<file path="src/rtl/acrx_pkg.sv">
package acrx_pkg;
  parameter int TAG_BITS    = 16;
  parameter int SLOT_BITS   = 20;
  parameter int SLOT_COUNT  = 12;
  parameter int PCM_BITS    = 16;
  parameter int FIRST_SLOT  = 2;  // first slot whose payload is decoded
  parameter int DATA_SLOTS  = 3;  // slots 2, 3, 4
  parameter int FRAME_BITS  = TAG_BITS + SLOT_COUNT * SLOT_BITS;
  parameter int CNT_W       = $clog2(FRAME_BITS);

  typedef struct packed {
    logic                  shiftEn;   // a frame bit was taken this edge
    logic                  tagDone;   // last tag bit taken this edge
    logic [DATA_SLOTS-1:0] slotDone;  // last bit of slot FIRST_SLOT+j taken
  } ctl_t;
endpackage

</file>
<file path="src/rtl/acrx_control.sv">
module acrx_control
  import acrx_pkg::*;
(
  input  logic bitClk,
  input  logic rst,
  input  logic syncIn,
  input  logic serialIn,
  output logic dataBit,
  output ctl_t ctl
);
  logic             syncSmp;
  logic             syncPrev;
  logic             inFrame;
  logic [CNT_W-1:0] bitPos;
  logic [CNT_W-1:0] curPos;
  logic             syncRise;
  logic             advance;
  logic             take;
  logic [DATA_SLOTS-1:0] slotHit;

  localparam logic [CNT_W-1:0] LAST_POS = CNT_W'(FRAME_BITS - 1);
  localparam logic [CNT_W-1:0] TAG_END  = CNT_W'(TAG_BITS - 1);

  // input sampling on the falling edge
  always_ff @(negedge bitClk or posedge rst) begin
    if (rst) begin
      syncSmp <= 1'b0;
      dataBit <= 1'b0;
    end else begin
      syncSmp <= syncIn;
      dataBit <= serialIn;
    end
  end

  assign syncRise = syncSmp & ~syncPrev;
  assign advance  = inFrame && (bitPos != LAST_POS);
  assign take     = syncRise | advance;
  assign curPos   = syncRise ? '0 : bitPos + 1'b1;

  always_ff @(posedge bitClk or posedge rst) begin
    if (rst) begin
      syncPrev <= 1'b0;
      inFrame  <= 1'b0;
      bitPos   <= '0;
    end else begin
      syncPrev <= syncSmp;
      inFrame  <= take;
      if (take) bitPos <= curPos;
    end
  end

  for (genvar j = 0; j < DATA_SLOTS; j++) begin : g_slotEnd
    localparam logic [CNT_W-1:0] SLOT_END =
      CNT_W'(TAG_BITS + (FIRST_SLOT + j) * SLOT_BITS - 1);
    assign slotHit[j] = take && (curPos == SLOT_END);
  end

  assign ctl.shiftEn  = take;
  assign ctl.tagDone  = take && (curPos == TAG_END);
  assign ctl.slotDone = slotHit;

  // field boundaries never coincide
  p_single_boundary_r7: assert property (@(posedge bitClk) disable iff (rst)
    $onehot0({ctl.tagDone, ctl.slotDone}));

  // a sync edge always restarts at bit 0 on the next cycle
  p_restart_r10: assert property (@(posedge bitClk) disable iff (rst)
    syncRise |=> (bitPos == '0) && inFrame);

  // without a new sync the frame ends after bit 255
  p_frame_end_r11: assert property (@(posedge bitClk) disable iff (rst)
    (inFrame && bitPos == LAST_POS && !syncRise) |=> !inFrame);
endmodule

</file>
<file path="src/rtl/acrx_datapath.sv">
module acrx_datapath
  import acrx_pkg::*;
(
  input  logic                bitClk,
  input  logic                rst,
  input  logic                dataBit,
  input  ctl_t                ctl,
  output logic                codecReady,
  output logic [PCM_BITS-1:0] regData,
  output logic                regValid,
  output logic [PCM_BITS-1:0] leftData,
  output logic                leftValid,
  output logic [PCM_BITS-1:0] rightData,
  output logic                rightValid
);
  logic [SLOT_BITS-2:0]  shiftReg;
  logic [SLOT_BITS-1:0]  field;
  logic                  frameOk;
  logic [DATA_SLOTS-1:0] slotFlag;
  logic [PCM_BITS-1:0]   capData  [DATA_SLOTS];
  logic [DATA_SLOTS-1:0] capValid;

  assign field = {shiftReg, dataBit};

  always_ff @(posedge bitClk or posedge rst) begin
    if (rst) shiftReg <= '0;
    else if (ctl.shiftEn) shiftReg <= field[SLOT_BITS-2:0];
  end

  // tag capture: frame flag is the tag MSB, slot flags follow below it
  always_ff @(posedge bitClk or posedge rst) begin
    if (rst) begin
      frameOk    <= 1'b0;
      slotFlag   <= '0;
      codecReady <= 1'b0;
    end else if (ctl.tagDone) begin
      frameOk    <= field[TAG_BITS-1];
      codecReady <= field[TAG_BITS-1];
      for (int j = 0; j < DATA_SLOTS; j++)
        slotFlag[j] <= field[TAG_BITS-1-FIRST_SLOT-j];
    end
  end

  for (genvar j = 0; j < DATA_SLOTS; j++) begin : g_capture
    logic fire;
    assign fire = ctl.slotDone[j] && frameOk && slotFlag[j];
    always_ff @(posedge bitClk or posedge rst) begin
      if (rst) begin
        capData[j]  <= '0;
        capValid[j] <= 1'b0;
      end else begin
        capValid[j] <= fire;
        if (fire) capData[j] <= field[SLOT_BITS-1 -: PCM_BITS];
      end
    end
  end

  assign regData    = capData[0];
  assign regValid   = capValid[0];
  assign leftData   = capData[1];
  assign leftValid  = capValid[1];
  assign rightData  = capData[2];
  assign rightValid = capValid[2];

  // ready only moves when the control reports a completed tag
  p_ready_hold_r3: assert property (@(posedge bitClk) disable iff (rst)
    !ctl.tagDone |=> $stable(codecReady));

  // register strobe implies the frame and slot-2 flags were set
  p_reg_gate_r4: assert property (@(posedge bitClk) disable iff (rst)
    regValid |-> (frameOk && slotFlag[0]));

  // strobes are exclusive and last one cycle
  p_strobe_exclusive_r7: assert property (@(posedge bitClk) disable iff (rst)
    $onehot0({regValid, leftValid, rightValid}));
  p_left_pulse_r7: assert property (@(posedge bitClk) disable iff (rst)
    leftValid |=> !leftValid);

  // data words hold unless their slot just closed
  p_reg_hold_r8: assert property (@(posedge bitClk) disable iff (rst)
    !ctl.slotDone[0] |=> $stable(regData));
  p_right_hold_r8: assert property (@(posedge bitClk) disable iff (rst)
    !ctl.slotDone[2] |=> $stable(rightData));
endmodule

</file>
<file path="src/rtl/acrx_deserializer.sv">
module acrx_deserializer
  import acrx_pkg::*;
(
  input  logic                bitClk,
  input  logic                rst,
  input  logic                syncIn,
  input  logic                serialIn,
  output logic                codecReady,
  output logic [PCM_BITS-1:0] regData,
  output logic                regValid,
  output logic [PCM_BITS-1:0] leftData,
  output logic                leftValid,
  output logic [PCM_BITS-1:0] rightData,
  output logic                rightValid
);
  logic dataBit;
  ctl_t ctl;

  acrx_control i_control (
    .bitClk   (bitClk),
    .rst      (rst),
    .syncIn   (syncIn),
    .serialIn (serialIn),
    .dataBit  (dataBit),
    .ctl      (ctl)
  );

  acrx_datapath i_datapath (
    .bitClk     (bitClk),
    .rst        (rst),
    .dataBit    (dataBit),
    .ctl        (ctl),
    .codecReady (codecReady),
    .regData    (regData),
    .regValid   (regValid),
    .leftData   (leftData),
    .leftValid  (leftValid),
    .rightData  (rightData),
    .rightValid (rightValid)
  );
endmodule

</file>
<file path="config.mk">
export PLATFORM = sky130hd
export DESIGN_NAME = acrx_deserializer
export DESIGN_NICKNAME = d
export VERILOG_FILES = /design/src/rtl/acrx_pkg.sv /design/src/rtl/acrx_control.sv /design/src/rtl/acrx_datapath.sv /design/src/rtl/acrx_deserializer.sv
export SDC_FILE = /design/constraint.sdc
export NUM_CORES = 1
export LEC_CHECK = 0
export BUFFER_PORTS_ARGS = -buffer_cell sky130_fd_sc_hd__buf_2
export CAP_MARGIN = 20
export CORE_UTILIZATION = 49
export DETAILED_ROUTE_END_ITERATION = 10
export MAX_ROUTING_LAYER = met4
export PLACE_DENSITY = 0.71
export SYNTH_ARGS = -nofsm -noshare
export SYNTH_HDL_FRONTEND = slang
export SYNTH_HIERARCHICAL = 1
export SYNTH_SLANG_ARGS = --single-unit
export TNS_END_PERCENT = 1
</file>
<file path="constraint.sdc">
create_clock -name bitClk -period 2.61 [get_ports bitClk]
set_input_delay 0.261 -clock bitClk [delete_from_list [all_inputs] [get_ports bitClk]]
set_output_delay 0.261 -clock bitClk [all_outputs]
set_load 0.01 [all_outputs]
</file>
After elaboration in Yosys (flattened, before gate mapping)
Cells that the tools add are included.
{"block": "totals", "romBits": 0, "register_bits": 86, "n_memories": 0, "latchBits": 0, "in_bits": 4, "ram_bits": 0}
{"block": "classes", "reduce_logical": 11, "n_eq_ne": 5, "n_addsub": 1, "n_div": 0, "mux": 1, "bitwise_logic": 3, "n_lt_le_gt_ge": 0, "shift": 0, "multipliers": 0}
{"op": "8-bit by 7-bit equality test with 1-bit output, second input constant", "n": 2}
{"op": "1-bit logical AND", "n": 11}
{"op": "8-bit by 1-bit adder with 8-bit output, second input constant", "n": 1}
{"op": "8-bit by 4-bit equality test with 1-bit output, second input constant", "n": 1}
{"op": "8-bit by 6-bit equality test with 1-bit output, second input constant", "n": 1}
{"op": "8-bit two-way mux", "n": 1}
{"op": "8-bit inequality test, second input constant", "n": 1}
{"op": "1-bit bitwise AND", "n": 1}
{"op": "1-bit inverter", "n": 1}
{"op": "1-bit OR", "n": 1}

Logic depth before layout (Yosys ltp)
Gate-level depths: netlist of the first run.
{"block": "logic_depth", "depth_word": 7, "ltp_mapped": 8, "depth_no_buf": 7}

Hierarchy
The synthesis of the first run kept the hierarchy.
{"module": "acrx_datapath", "cells_per_inst": 157, "area_per_inst_um2": 2745.1, "n_inst": 1}
{"module": "acrx_control", "cells_per_inst": 83, "area_per_inst_um2": 827.0, "n_inst": 1}

==> results of run 1 <==
## cell type report
cell class	count	area, sq um
fill	553	2580
sequential	86	2150
multi-input combinational	138	1370
timing repair buffer	73	465
clock buffer	9	124
tap	96	120
clock inverter	7	81.3
inverter	5	18.8
## worst min-delay path, cell delays in order
cell and delay, ns:
dlygate4sd3_1 0.55, buf_2 0.14, inv_2 0.22
## power by group
group          total [W]  switching [W]  internal [W]
sequential       0.00150       0.000109       0.00139
clock           0.000954       0.000496      0.000458
combinational   0.000240       0.000120      0.000120
total            0.00269       0.000725       0.00197
## cell usage after synthesis, types with 3 or more instances
cell and n:
buf_2 3, nand2_1 8, nand3_2 4, and3_1 3, buf_6 4, dfrtp_1 84, nand3_1 3, inv_1 5
nor2_1 7, nor3b_1 3, xor2_1 5, mux2_2 71, o211ai_1 4
## cell families after synthesis
kind of cell	count (synthesis)	synth area share
simple gates	46	0.0883
flops	86	0.602
compound gates	11	0.0235
xor+xnor	6	0.0147
buf+inv	16	0.0340
fa+ha+maj	1	0.00350
mux	74	0.234
## worst max-delay path by stage
stage / slack, ns / cells after the start / start / endpoint
3_3_place_gp: -0.54 / 7 / i_control/syncSmp / i_datapath/rightData[3]
5_1_grt: -0.64 / 7 / i_control/syncSmp / i_datapath/rightData[6]
3_5_place_dp: -0.55 / 7 / i_control/syncSmp / i_datapath/rightData[6]
4_1_cts: -0.54 / 7 / i_control/syncSmp / i_datapath/rightData[6]
2_1_floorplan: -0.55 / 8 / i_control/syncSmp / i_datapath/leftData[0]
6_report: -0.49 / 7 / i_control/syncSmp / i_datapath/rightData[6]
## repair_timing
item,4_1_cts,5_1_grt
buffers inserted,1,1
setup endpoints to repair,74,76
hold buffers,1,0
hold endpoints to repair,11,0
pin swaps,3,3
resized for setup,12,9
## sequential cells by signal (all words and copies together) (netlist names)
signal and count:
i_datapath/shiftReg 19, i_datapath/leftData 16, i_datapath/regData 16, i_datapath/rightData 16
i_control/bitPos 8, i_datapath/slotFlag 3, i_control/dataBit 1, i_control/inFrame 1
i_control/syncPrev 1, i_control/syncSmp 1, i_datapath/frameOk 1, i_datapath/leftValid 1
i_datapath/regValid 1, i_datapath/rightValid 1
## through the flow
step	setup WS, ns	hold slack [ns]
floorplan	-0.547	0.126
global placement	-0.543	0.234
detailed placement	-0.551	0.222
CTS	-0.537	0.414
global route	-0.639	0.452
finish	-0.490	0.435
## metal layers
| metal | routed length [microns] | GRT usage | part of all wire |
|---|---|---|---|
| met1 | 3090 | 0.261 | 0.46 |
| met2 | 3250 | 0.311 | 0.49 |
| met3 | 274 | 0.0417 | 0.041 |
| met4 | 61 | 0.0581 | 0.0091 |
| met5 | 0 | - | 0 |
==> flow_metrics.py, run 1 <==
metrics = {
    "run_status": {
        "violations": "setup timing",
        "status": "complete, but fails checks",
    },
    "setup_path": {
        "crit_family": "simple AND/OR/NAND/NOR gates",
        "r2r_cells": 7,
        "end_kind": "flop",
        "cp.required_ns": 2.84,
        "max_stage_delay_ns": 0.35,
        "regToRegEndpoint": "i_datapath/rightData[6]",
        "worst-setup-path-type": "flop to flop",
        "startpoint_type": "flop",
        "worstPathCellList": "nand2b_1, nand4b_1, nor4b_2, and4_1, nand3_4, buf_6, mux2_2",
        "path_buf_inv": 1,
        "crit_slowest_cell": "dfrtn_1",
        "timing.rr.start": "i_control/syncSmp",
        "worstPathMaxFanout": 7,
        "rrSetupSlack_ns": -0.49,
        "worstPathArrival_ns": 3.33,
    },
    "sta": {
        "final.setup.tns_ns": -29.37,
        "fin_skew_ns": 0.0162,
        "worst_pin_slew_ns": 0.466,
        "finalHoldViolCount": 0,
        "slew_headroom": 0.690,
        "drv_slew": 0,
        "setup_viol": 74,
        "fin_ws_ns": -0.490,
        "grt_setup_unrepaired": "yes",
    },
    "grt": {
        "grt_use_total": 0.198,
        "grt_overflow": 0,
        "grt_pass1_vias": 2130,
        "grt_pass1_wl_microns": 10900,
        "grt_max_degree": 64,
        "grt_antenna_before_repair": 0,
    },
    "cells_and_area": {
        "diodes": 0,
        "nNetsFinal": 318,
        "drive_above_1_share": 0.557,
        "design_area_sq_mm": 0.00433,
        "finalNonFillerCells": 414,
        "mostFrequentLayoutCell": "dfrtp_1",
        "final_cell_mix": "dfrtp_1, mux2_2, buf_2, mux2_4, buf_4",
        "area_growth_pct": 21.2,
        "utilization": 0.627,
    },
    "floorplan": {
        "core-area_sq_mm": 0.00691,
        "die_area_sq_mm": 0.00764,
        "pin_count": 56,
        "die_y_microns": 87.4,
        "floorplan.rows": 30,
        "fp.dieW_microns": 87.4,
        "start_util": 0.517,
    },
    "detailed_routing": {
        "routed_wl_microns": 6680,
        "vias": 2134,
        "avgRoutedWirePerCell_microns": 16.1,
        "avgViaCountPerCell": 5.15,
        "drt_iter0_drc": 110,
        "ant_nets": 0,
        "first_pass_iters": 4,
        "drc_errors": 0,
    },
    "place": {
        "routabilityCongestion": 0.848,
        "place_hpwl_microns": 4550,
        "dpl_cell_area_sq_mm": 0.00402,
        "io_buffers": 55,
        "dp_cells": 395,
    },
    "logic_synthesis": {
        "postSynthCellCount": 240,
        "synth_edf_count": 0,
        "syn_area_sq_mm": 0.00357,
        "synth_top_area_cell": "dfrtp_1",
        "yosysSeqAreaShare": 0.602,
        "yosysWarnings": 6,
        "ys_ff_latch": 86,
        "synth.avg_cell_area_sq_um": 14.9,
        "async_flop_share": 1.00,
        "syn-num-nets": 245,
        "ys.flop_type": "dfrtp_1",
        "synth_top_area_frac": 0.588,
        "yosysUniqueCellTypes": 40,
        "synth_area_leaders": "dfrtp_1, mux2_2, dfrtn_1",
    },
    "job": {
        "cap_violations": 0,
    },
    "clock_network": {
        "h-tree-depth": 3,
        "root_buffer": "clkbuf_8",
        "path_clk_slew_ns": 0.09,
        "cts_buffer_depth": 2,
        "clock_latency_ns": 0.34,
        "cts_tree": "done",
        "cts_sinks": 86,
        "cts_buffers": 9,
    },
    "power_and_ir_drop": {
        "power_w": 0.00269,
        "p_per_area_mw_per_mm2": 622,
        "power_leakage_nw": 2.32,
        "ir_drop_v": 0.000402,
    },
    "hold_path": {
        "hold_class": "primary input to async pin",
    },
}
Note: power is estimated with default switching activity, not from simulation.
==> run 2, diff against run 1 <==
Settings changed: ABC_AREA set to 1, PLACE_DENSITY 0.71 to 0.7.
==> flow_metrics.py, run 2 <==
metrics = {
    "cells_and_area": {
        "top_register": "i_datapath/shiftReg",
        "utilization": 0.620,
        "mostFrequentLayoutCell": "nand2_1",
        "final_cell_mix": "nand2_1, dfrtp_1, buf_2, nand4_1, nor2_1",
        "drive_above_1_share": 0.285,
        "nNetsFinal": 485,
        "largest_reg_flops": 19,
        "diodes": 0,
        "area_growth_pct": 20.4,
        "fillers": 645,
    },
    "logic_synthesis": {
        "yosysWarnings": 6,
        "synth_adder_area_share": 0.00330,
        "synth_area_leaders": "dfrtp_1, nand2_1, nand4_1",
        "ys_ff_latch": 86,
        "async_flop_share": 1.00,
        "synth_common_cells": "nand2_1, dfrtp_1, nand4_1, nor2_1, inv_1",
        "synth.most_common_cell": "nand2_1",
        "muxShareOfSynthArea": 0,
        "yosysSeqAreaShare": 0.567,
        "yosysUniqueCellTypes": 30,
        "synth_top_area_frac": 0.554,
        "postSynthCellCount": 413,
        "ys.flop_type": "dfrtp_1",
        "synth_edf_count": 0,
        "synth-xor-area-share": 0,
        "syn-num-nets": 418,
        "yosys.area_share.simple": 0.298,
        "synth.avg_cell_area_sq_um": 9.19,
        "synth_top_family_by_area": "simple AND/OR/NAND/NOR gates",
        "synth_top_area_cell": "dfrtp_1",
        "syn_area_sq_mm": 0.00380,
        "synth_compound_gate_area_share": 0.0458,
    },
    "grt": {
        "grt_pass1_vias": 2936,
        "grt_use_total": 0.232,
        "grt_pass1_wl_microns": 14400,
        "grt_max_degree": 48,
        "grt_overflow": 0,
        "grt_antenna_before_repair": 0,
    },
    "setup_path": {
        "cpMostUsedCell": "buf_4",
        "max_stage_delay_ns": 0.49,
        "worstPathMaxFanout": 8,
        "startpoint_type": "flop",
        "crit_slowest_cell": "dfrtn_1",
        "path_buf_inv": 4,
        "worst-setup-path-type": "flop to flop",
        "cp-startpoint": "i_control/syncSmp",
        "end_kind": "flop",
        "timing.rr.start": "i_control/syncSmp",
        "worstPathArrival_ns": 3.36,
        "cp.required_ns": 2.91,
        "worstPathCellList": "nand2_2, nand2_8, clkinv_8, nor2_2, nand2_1, nor2_1, buf_4, nand3_4, buf_4, inv_1",
        "crit_family": "simple AND/OR/NAND/NOR gates",
    },
    "detailed_routing": {
        "drt_iter0_drc": 227,
        "ant_nets": 0,
        "vias": 3064,
        "first_pass_iters": 4,
        "drc_errors": 0,
        "avgViaCountPerCell": 5.26,
        "avgRoutedWirePerCell_microns": 14.6,
        "routed_wl_microns": 8490,
    },
    "floorplan": {
        "start_util": 0.515,
        "pin_count": 56,
        "die_area_sq_mm": 0.00810,
        "floorplan.rows": 31,
        "fp.dieW_microns": 90.0,
        "core-area_sq_mm": 0.00737,
        "die_y_microns": 90.0,
    },
    "place": {
        "place_hpwl_microns": 5480,
        "routabilityCongestion": 0.824,
        "io_buffers": 55,
    },
    "power_and_ir_drop": {
        "p_per_area_mw_per_mm2": 668,
        "ir_drop_v": 0.000330,
        "power_leakage_nw": 2.48,
        "power_w": 0.00305,
    },
    "hold_path": {
        "hold_class": "primary input to async pin",
    },
    "clock_network": {
        "cts_buffers": 9,
        "h-tree-depth": 3,
        "cts_sinks": 86,
        "clock_latency_ns": 0.36,
        "cts_tree": "done",
        "root_buffer": "clkbuf_8",
        "path_clk_slew_ns": 0.09,
        "cts_buffer_depth": 2,
    },
    "sta": {
        "setup_viol": 77,
        "finalHoldViolCount": 0,
        "fin_ws_ns": -0.451,
        "fin_skew_ns": 0.0193,
        "worst_pin_slew_ns": 0.823,
        "grt_setup_unrepaired": "yes",
        "slew_headroom": 0.451,
        "drv_slew": 0,
    },
    "run_status": {
        "violations": "setup timing",
        "status": "complete, but fails checks",
    },
    "job": {
        "cap_violations": 0,
    },
}
==> run 2: cells by family (layout without fill, tap and decap cells) <==
kind of cell / after synthesis / in the layout
compound gates: 33 / 33
fa+ha+maj: 1 / 1
simple gates: 238 / 243
buf+inv: 55 / 121
flops: 86 / 86
==> run 2: tightest hold or removal path, stage by stage <==
cell,delay [ns]
dlygate4sd3_1,0.52
buf_2,0.13
inv_1,0.38
==> run 2: path summary, 6_finish.rpt <==
kind	end	slack [ns]	cells past startpoint
worst max-delay path	i_datapath/leftValid	-0.45	10
worst min-delay path	i_control/bitPos[1]	0.47	3
worst max register to register	i_datapath/leftValid	-0.45	10
worst min register to register	i_datapath/rightData[1]	0.47	2
max in group asynchronous	i_control/dataBit	0.55	3
min in group bitClk	i_datapath/rightData[1]	0.47	2
==> run 2: repair_timing <==
item	in CTS	in global routing
endpoints found under the hold margin	28	0
endpoints found under the setup margin	70	77
buffers inserted	0	1
hold buffers	1	0
gates resized for setup	5	22
cloned	4	1
pin swaps	1	4
==> run 2: power breakdown <==
| group | internal [W] | switching [W] | leakage (nW) |
|---|---|---|---|
| sequential | 0.00140 | 0.000240 | 1.14 |
| clock | 0.000534 | 0.000478 | 0.105 |
| combinational | 0.000138 | 0.000261 | 1.24 |
| total | 0.00207 | 0.000980 | 2.48 |
==> run 2: metal layers <==
layer,vias to the layer above,track usage,wire length [microns]
met1,1476,0.308,3970
met3,9,0.0415,294
met5,-,-,0
met4,0,0.0726,115
li1,1503,-,-
met2,76,0.363,4110
==> run 2: metrics by stage <==
stage                     setup slack [ns]  cells  hold WS, ns  cell area, sq um  setup TNS [ns]
after global placement              -0.402    561        0.310              4200          -19.74
after floorplan                     -0.268    413        0.126              3810          -11.25
after global routing                -0.581    583        0.501              4570          -30.09
final                               -0.451    583        0.470              4570          -20.52
after CTS                           -0.381    581        0.477              4490          -19.88
after detailed placement            -0.447    561        0.318              4200          -22.69
==> run 2: area by class of cell <==
cell class | instances | area [sq um] | area share
clock buffers | 9 | 124 | 0.0271
clock inverters | 6 | 86.3 | 0.0189
inverters | 28 | 118 | 0.0257
multi-input cells | 277 | 1460 | 0.319
flip-flops and latches | 86 | 2150 | 0.471
well taps | 99 | 124 | 0.0271
repair buffers | 78 | 508 | 0.111
==> run 3, diff against run 2 <==
Settings changed: CELL_PAD_IN_SITES_DETAIL_PLACEMENT set to 2, CELL_PAD_IN_SITES_GLOBAL_PLACEMENT set to 2, CORE_UTILIZATION 49 to 35, PLACE_DENSITY 0.7 to unset, PLACE_DENSITY_LB_ADDON set to 0.1.
==> flow_metrics.py, run 3 (synthesis results as in run 2) <==
metrics = {
    "place": {
        "io_buffers": 55,
        "dpl_cell_area_sq_mm": 0.00424,
        "dp_cells": 598,
        "place_hpwl_microns": 7230,
        "routabilityCongestion": 0.790,
    },
    "setup_path": {
        "worstPathArrival_ns": 3.46,
        "r2r_cells": 11,
        "worstPathMaxFanout": 8,
        "cp-startpoint": "i_control/syncSmp",
        "cp.required_ns": 2.92,
        "worst-setup-path-type": "flop to flop",
        "startpoint_type": "flop",
        "timing.rr.start": "i_control/syncSmp",
        "end_kind": "flop",
    },
    "grt": {
        "grt_pass1_wl_microns": 18400,
        "grt_antenna_before_repair": 0,
        "grt_overflow": 0,
        "grt_pass1_vias": 3476,
        "grt_max_degree": 50,
        "grt_use_total": 0.221,
    },
    "clock_network": {
        "cts_buffers": 9,
        "path_clk_slew_ns": 0.09,
        "cts_buffer_depth": 2,
        "h-tree-depth": 3,
        "root_buffer": "clkbuf_8",
        "cts_tree": "done",
        "cts_sinks": 86,
        "clock_latency_ns": 0.36,
    },
    "detailed_routing": {
        "drc_errors": 0,
        "first_pass_iters": 4,
        "vias": 3177,
        "routed_wl_microns": 11400,
        "drt_iter0_drc": 80,
        "avgRoutedWirePerCell_microns": 18.2,
        "avgViaCountPerCell": 5.08,
        "ant_nets": 0,
    },
    "run_status": {
        "violations": "setup timing",
        "status": "complete, but fails checks",
    },
    "cells_and_area": {
        "largest_reg_flops": 19,
        "nNetsFinal": 489,
        "design_area_sq_mm": 0.00474,
        "top_register": "i_datapath/shiftReg",
        "mostFrequentLayoutCell": "nand2_1",
        "drive_above_1_share": 0.325,
        "diodes": 0,
        "multi_input_area_sq_mm": 0.00153,
        "area_growth_pct": 24.9,
        "fillers": 1153,
        "final_cell_mix": "nand2_1, dfrtp_1, buf_2, nand4_1, nand2_2",
        "finalNonFillerCells": 625,
        "register_area_sq_mm": 0.00215,
    },
    "sta": {
        "slew_headroom": 0.422,
        "fin_ws_ns": -0.549,
        "fin_skew_ns": 0.0175,
        "final.setup.tns_ns": -24.80,
        "grt_setup_unrepaired": "yes",
        "setup_viol": 56,
        "drv_slew": 0,
        "fin_hold_ws_ns": 0.459,
        "worst_pin_slew_ns": 0.867,
        "finalHoldViolCount": 0,
    },
    "power_and_ir_drop": {
        "power_w": 0.00294,
        "power_leakage_nw": 2.52,
        "p_per_area_mw_per_mm2": 620,
        "ir_drop_v": 0.000254,
    },
    "job": {
        "cap_violations": 0,
    },
    "floorplan": {
        "floorplan.rows": 37,
        "pin_count": 56,
        "start_util": 0.364,
        "die_y_microns": 106,
        "die_area_sq_mm": 0.0113,
        "fp.dieW_microns": 106,
        "core-area_sq_mm": 0.0104,
    },
    "hold_path": {
        "hold_class": "primary input to async pin",
    },
}
-- run 3: changes by cell type in the layout (fill, tap and decap cells not counted), moves of 4 or more --
cell,change
buf_4,-4
nand2_1,-12
nand2_2,+10
buf_6,+7
-- run 3: layer usage --
metal  GRT usage  share of wire
met5           -              0
met4      0.0685          0.013
met3      0.0392          0.027
met2       0.380           0.53
met1       0.262           0.42
-- run 3: critical path, cell delays in order, from the launching register on --
cell     delay [ns]
dfrtn_1        0.38
nand2_4        0.15
nand3_2        0.15
inv_2          0.09
nand2_1        0.05
nor2_1         0.14
nand2_2        0.09
nor2_2         0.13
buf_6          0.16
nand3_4        0.17
buf_4          0.24
inv_1          0.05
-- run 3: final cells by class --
type / instances / share of cell area
sequential: 86 / 0.454
tap: 136 / 0.0359
clock inverter: 4 / 0.00475
multi-input combinational: 276 / 0.322
clock buffer: 12 / 0.0306
inverter: 28 / 0.0248
timing repair buffer: 83 / 0.128
-- run 3: final timing paths --
| kind | endpoint | slack [ns] |
|---|---|---|
| min reg2reg | i_datapath/rightData[3] | 0.47 |
| min in group bitClk | i_datapath/rightData[3] | 0.47 |
| min | i_control/syncPrev | 0.46 |
| max in group asynchronous | i_control/syncSmp | 0.74 |
| max | i_datapath/leftValid | -0.55 |
| max reg2reg | i_datapath/leftValid | -0.55 |
-- run 3: where the power goes --
group	internal [W]	leakage (nW)	total, W	switching, W
Clock	0.000368	0.0861	0.000836	0.000468
Combinational	0.000147	1.29	0.000451	0.000304
Sequential	0.00140	1.14	0.00165	0.000251
-- run 3: timing repair --
item	CTS	global route
hold endpoints to repair	35	0
setup endpoints to repair	77	65
gates resized for setup	28	35
hold buffers	1	0
buffers inserted	5	1
pin swaps	4	7
cloned	4	0
-- run 3: through the flow --
stage	util	setup slack (ns)
detailed placement	0.407	-0.629
finish	0.455	-0.549
CTS	0.444	-0.458
floorplan	-	-0.268
global route	0.455	-0.681
global placement	0.407	-0.471
